## config.mk

```make
export PLATFORM = sky130hd
export DESIGN_NAME = qspi_cmd_seq
export DESIGN_NICKNAME = d
export VERILOG_FILES = /design/src/rtl/qspi_cmd_seq.sv
export SDC_FILE = /design/constraint.sdc
export NUM_CORES = 1
export LEC_CHECK = 0
export BUFFER_PORTS_ARGS = -buffer_cell sky130_fd_sc_hd__buf_2
export CORE_AREA = 2 2 186 188
export DETAILED_ROUTE_END_ITERATION = 8
export DIE_AREA = 0 0 188 190
export HOLD_SLACK_MARGIN = 0.08
export SYNTH_ARGS = -nofsm -noshare
export SYNTH_HDL_FRONTEND = slang
export SYNTH_SLANG_ARGS = --single-unit
```

## constraint.sdc

```tcl
create_clock -name clk -period 6.9 [get_ports clk]
set_input_delay 0.345 -clock clk [delete_from_list [all_inputs] [get_ports clk]]
set_output_delay 0.345 -clock clk [all_outputs]
set_load 0.005 [all_outputs]
```

## src/rtl/qspi_cmd_seq.sv

```systemverilog
module qspi_cmd_seq #(
  parameter int LENW = 16
) (
  input  logic        clk,
  input  logic        rst_n,
  input  logic        reg_we,
  input  logic [2:0]  reg_sel,
  input  logic [31:0] reg_wdata,
  output logic        busy,
  output logic        flag_tc,
  output logic        flag_te,
  output logic        abort_active,
  output logic        sck,
  output logic        cs_n,
  output logic [3:0]  io_out,
  output logic [3:0]  io_oe,
  input  logic [3:0]  io_in,
  output logic        fifo_pop,
  input  logic [7:0]  fifo_rd_data,
  input  logic        fifo_empty,
  output logic        fifo_push,
  output logic [7:0]  fifo_wr_data,
  input  logic        fifo_full
);
  localparam logic [2:0] P_IDLE = 3'd0, P_INS = 3'd1, P_ADR = 3'd2, P_DUM = 3'd3, P_DAT = 3'd4;

  logic [7:0]      presc, cnt, cyc, rx, rx_nxt;
  logic [31:0]     cmd, addr, sr, sr_sh;
  logic [LENW-1:0] dlen, left;
  logic [2:0]      ph;
  logic [1:0]      code;
  logic            abort_q, ld;

  function automatic logic [7:0] ncyc(input logic [1:0] c, input logic [7:0] bits);
    case (c)
      2'd1:    return bits;
      2'd2:    return bits >> 1;
      default: return bits >> 2;
    endcase
  endfunction

  function automatic logic [2:0] nxt(input logic [2:0] p, input logic [31:0] c);
    if (p < P_INS && c[9:8] != 2'd0)        return P_INS;
    else if (p < P_ADR && c[11:10] != 2'd0) return P_ADR;
    else if (p < P_DUM && c[22:18] != 5'd0) return P_DUM;
    else if (p < P_DAT && c[25:24] != 2'd0) return P_DAT;
    else                                    return P_IDLE;
  endfunction

  wire        wr_ctl = reg_we && reg_sel == 3'd0;
  wire        wr_cmd = reg_we && reg_sel == 3'd1;
  wire        wr_adr = reg_we && reg_sel == 3'd2;
  wire        wr_clr = reg_we && reg_sel == 3'd4;
  wire [31:0] scmd   = wr_cmd ? reg_wdata : cmd;
  wire [31:0] saddr  = wr_adr ? reg_wdata : addr;
  wire        trig   = !busy && ((wr_cmd && reg_wdata[11:10] == 2'd0) ||
                                 (wr_adr && cmd[11:10] != 2'd0));
  wire        bad    = trig && scmd[27];
  wire        start  = trig && !scmd[27] && !abort_q;
  wire [7:0]  pe     = (presc == 8'd0) ? 8'd1 : presc;
  wire        wr_dir = cmd[27:26] == 2'd0;
  wire        run    = ph != P_IDLE && !ld;
  wire        tick   = run && cnt == pe;
  wire        uend   = tick && cyc == 8'd1;
  wire        more   = ph == P_DAT && left != '0;
  wire        adv    = start || (uend && !more);
  wire [31:0] ec     = start ? scmd : cmd;
  wire [2:0]  eph    = nxt(start ? P_IDLE : ph, ec);
  wire        bok    = wr_dir ? !fifo_empty : !fifo_full;
  wire        drv    = ph == P_INS || ph == P_ADR || (ph == P_DAT && wr_dir);
  wire [4:0]  ash    = {2'd3 - ec[13:12], 3'b000};
  wire [7:0]  abits  = {2'b00, 3'd1 + {1'b0, ec[13:12]}, 3'b000};

  always_comb begin
    case (ph)
      P_INS:   code = cmd[9:8];
      P_ADR:   code = cmd[11:10];
      P_DAT:   code = cmd[25:24];
      default: code = 2'd1;
    endcase
    case (code)
      2'd1:    begin rx_nxt = {rx[6:0], io_in[1]};   sr_sh = sr << 1; end
      2'd2:    begin rx_nxt = {rx[5:0], io_in[1:0]}; sr_sh = sr << 2; end
      default: begin rx_nxt = {rx[3:0], io_in};      sr_sh = sr << 4; end
    endcase
  end

  assign busy         = ph != P_IDLE;
  assign cs_n         = ph == P_IDLE;
  assign abort_active = abort_q;
  assign sck          = run && ({1'b0, cnt} >= (({1'b0, pe} + 9'd1) >> 1));
  assign io_oe        = !drv ? 4'b0000 : code == 2'd1 ? 4'b0001 : code == 2'd2 ? 4'b0011 : 4'b1111;
  assign io_out       = !drv ? 4'b0000 : code == 2'd1 ? {3'b000, sr[31]} :
                        code == 2'd2 ? {2'b00, sr[31:30]} : sr[31:28];
  assign fifo_pop     = ph == P_DAT && ld && wr_dir && !fifo_empty && !abort_q;
  assign fifo_push    = ph == P_DAT && !wr_dir && uend && !abort_q;
  assign fifo_wr_data = rx_nxt;

  always_ff @(posedge clk or negedge rst_n) begin
    if (!rst_n) begin
      presc <= '0; abort_q <= 1'b0; cmd <= '0; addr <= '0; dlen <= '0;
      flag_tc <= 1'b0; flag_te <= 1'b0;
      ph <= P_IDLE; cnt <= '0; cyc <= '0; sr <= '0; rx <= '0; left <= '0; ld <= 1'b0;
    end else begin
      if (wr_ctl) presc <= reg_wdata[31:24];
      if (wr_cmd && !busy) cmd <= reg_wdata;
      if (wr_adr && !busy) addr <= reg_wdata;
      if (reg_we && reg_sel == 3'd3 && !busy) dlen <= reg_wdata[LENW-1:0];
      abort_q <= !abort_q && wr_ctl && reg_wdata[1];
      flag_tc <= (flag_tc && !(wr_clr && reg_wdata[1])) || (adv && eph == P_IDLE && !abort_q);
      flag_te <= (flag_te && !(wr_clr && reg_wdata[0])) || bad;
      if (abort_q) begin
        ph <= P_IDLE; ld <= 1'b0; cnt <= '0;
      end else if (adv) begin
        ph <= eph; cnt <= '0; ld <= 1'b0;
        case (eph)
          P_INS: begin sr <= {ec[7:0], 24'd0}; cyc <= ncyc(ec[9:8], 8'd8); end
          P_ADR: begin sr <= saddr << ash; cyc <= ncyc(ec[11:10], abits); end
          P_DUM: cyc <= {3'b000, ec[22:18]};
          P_DAT: begin ld <= 1'b1; left <= dlen; cyc <= ncyc(ec[25:24], 8'd8); end
          default: ;
        endcase
      end else if (ld) begin
        if (bok) begin
          ld <= 1'b0;
          if (wr_dir) sr <= {fifo_rd_data, 24'd0};
        end
      end else if (tick) begin
        cnt <= '0;
        rx  <= rx_nxt;
        if (cyc != 8'd1) begin
          cyc <= cyc - 8'd1;
          sr  <= sr_sh;
        end else begin
          ld   <= 1'b1;
          left <= left - 1'b1;
          cyc  <= ncyc(code, 8'd8);
        end
      end else if (ph != P_IDLE) begin
        cnt <= cnt + 8'd1;
      end
    end
  end
endmodule

```

==> metrics <==
total overflow reported by the global router 0; kind of start point of the critical path flop; multiplexer share of the synthesized area 15.8%; wire length per cell after detailed routing 19.6 um; path type of the worst setup path reg -> reg; Max Root-Sink Buffers 2; signal arrival time at the worst endpoint 4.47 ns; post-route fraction of the period consumed by the critical path 60.5%; post-synthesis share of cell area spent on full adders, half adders and majority gates 3.26%; area of the mapped netlist 9990 um2; number of nets produced by synthesis 1165; fraction of the mapped netlist area in compound gates 19.1%; series of cell instances along the critical path buf_4 > nor4_2 > and3_1 > buf_4 > mux2i_1 > inv_1 > ha_1 > nand2_1 > a21oi_1 > a2111oi_0 > o31ai_1; Die Span Y 190 um; Skew-Pair Late Insertion Delay 0.44 ns; setup tns final 0 ns; final design utilization 33.4%; most used cell, CP sky130_fd_sc_hd__buf_4; via count of the first global-routing pass 8259; critical path fanouts, max 27; capturing element type of the critical path flop; result of the run finished clean; 1st-iter DRT viols 647; final layout net count 1197; full die area 35700 um2; maximum number of pins on one net before global-route repair 96; HPWL Detailed 22400 um; core region area 33900 um2; antenna violations before repair 1; input/output buffers 75; horizontal extent of the die 188 um; clock skew after layout 0.0128 ns; number of failing hold endpoints at the final stage 0; final setup violation count 0; wire length of the first global-routing pass 49200 um; via count 8637; deepest level of the CTS H-tree 4; Slowest-stage cell, CP sky130_fd_sc_hd__a2111oi_0; unrepaired setup endpoints after global routing false; number of gates resized after CTS 0; power per cell area 456 nW/um2; average cell area after synthesis 9.19 um2; peak per-stage delay on the critical path 0.67 ns; LEAKAGE 4.82 nW; synthesized-area fraction occupied by xor and xnor cells 1.49%; Placer Congestion 0.916; Rel. slew slack 18.5%; number of distinct library cells after synthesis 74; Clk pin slew, worst setup/hold paths 0.07 ns; share of synthesized cell area in and, or, nand and nor gates 16.8%; fraction of layout cells with a size suffix above 1 22.7%; minimum clock period 4.17 ns; routed vias/inst 5.44; proportion of synthesized chip area in sequential cells 39.3%; data required time of the critical path 7.20 ns; main combinational cell family by area after synthesis compound AO/OA/AOI/OAI gates; PnR Total Power 0.00518 W; async set or reset register ratio after synthesis 100%; number of register bits inferred by synthesis 157; number of detailed-route iterations in the first pass 5; Worst Hold Margin 0.189 ns; maximum VDD drop 0.391 mV; total length of routed wires 31200 um; area growth from synthesis to final layout 13.6%; number of flops mapped to enable cells by yosys 0; maximum capacitance violations 0; most common cell after layout, fill and taps aside sky130_fd_sc_hd__dfrtp_1; class of the worst hold path in -> reg; overall routing resource usage 17.8%; measured slew at the worst slew-check pin 1.21 ns; most frequently used flop master after synthesis sky130_fd_sc_hd__dfrtp_1; initial cell density of the core 29.4%; number of routed nets with antenna violations 0; number of cell rows 68; I/O pin total 76; DRC violations left 0; cell count after synthesis 1087; peak clock frequency supported by timing 0.240 GHz; clock tree from TritonCTS yes; root buffer cell sky130_fd_sc_hd__clkbuf_16; Clock Sink Count 157; pins over their slew limit 0; number of buffers created by CTS 17; Warnings, synthesis 0; most used cells in the layout excluding fill and tap cells sky130_fd_sc_hd__dfrtp_1 (157), sky130_fd_sc_hd__mux2_2 (116), sky130_fd_sc_hd__nand2_1 (106)
flip-flops by register name, indices dropped and copies added, names as in the netlist:
signal,count
abort_active,1
left,16
ld,1
addr,32
dlen,16
flag_te,1
flag_tc,1
ph,3
cyc,8
presc,8
sr,32
rx,7
cmd,23
cnt,8
cell type report:
| cell class | count | area (um2) |
|---|---|---|
| inverters | 25 | 93.8 |
| multi-input cells | 828 | 5660 |
| repair buffers | 90 | 497 |
| clock inverters | 15 | 173 |
| well taps | 455 | 569 |
| flip-flops and latches | 157 | 3930 |
| diodes | 1 | 2.50 |
| clock buffers | 17 | 425 |
| fillers | 3501 | 22600 |
layer usage:
metal	share of wire, %	GRT usage [%]
met3	5.9	2.71
met2	44	26.8
met5	0	0
met1	48	26.2
met4	1.8	5.21
critical path, delay by kind of cell, from the launching register on:
kind                       cells  cell delay [ns]
adders and majority gates      1             0.46
muxes                          1             0.59
DFF                            1             0.36
buffers and inverters          3             1.02
and+or+nand+nor                3             0.75
AOI/OAI and AO/OA              3             0.85
timing repair:
item                       CTS  global route
setup endpoints to repair    0             0
setup buffers                0             0
hold endpoints to repair    38             0
hold buffers                 1             0
synth_stat cells (all sizes together), types with 6 or more instances:
cell	count	area share [%]
xnor2	12	1.1
or4	7	0.56
inv	25	0.94
and3	14	0.88
ha	26	3.3
mux2i	27	2.7
o22ai	25	1.7
mux2	116	13
o31ai	6	0.45
nor4	12	1.0
nand2	106	4.0
nand4	13	0.81
o221ai	8	0.70
dfrtp	157	39
o21ai	92	4.6
clkbuf	41	1.5
nor2b	9	0.56
nor3	29	1.5
a22oi	42	3.2
buf	36	1.8
a21oi	66	3.3
or3	8	0.55
nand3	18	0.90
nor2	93	3.5
a221oi	6	0.53
a31oi	7	0.44
metrics by stage:
step	worst slack, ns	std cells	area [um2]
finish	2.73	1588	11400
global route	2.43	1587	11300
CTS	2.85	1587	11300
detailed placement	2.87	1554	10700
global placement	2.92	1554	10700
floorplan	3.37	1087	9990
logic make-up after synthesis:
logic type,after synthesis
AO/OA/AOI/OAI,301
XOR/XNOR,17
adder cells (fa/ha/maj),26
buffers and inverters,102
flip-flops,157
multiplexers,143
AND/OR/NAND/NOR,341
path summary, 6_finish.rpt:
path	from	end	slack, ns	cells past startpoint
setup / recovery	abort_active$_DFF_PN0_	cyc[2]$_DFFE_PN0P_	2.73	11
hold / removal	reg_wdata[30]	presc[6]$_DFFE_PN0P_	0.19	2
setup reg to reg	abort_active$_DFF_PN0_	cyc[2]$_DFFE_PN0P_	2.73	11
hold reg to reg	addr[7]$_DFFE_PN0P_	addr[7]$_DFFE_PN0P_	0.51	1
max in group asynchronous	rst_n	sr[27]$_DFFE_PN0P_	4.90	3
min in group asynchronous	rst_n	dlen[3]$_DFFE_PN0P_	0.56	2
power breakdown:
group | internal, W | switching (W)
Combinational | 0.00104 | 0.00151
Sequential | 0.00129 | 0.000354
Clock | 0.000546 | 0.000435
Total | 0.00288 | 0.00230
Power figures use the tool's default switching activity.
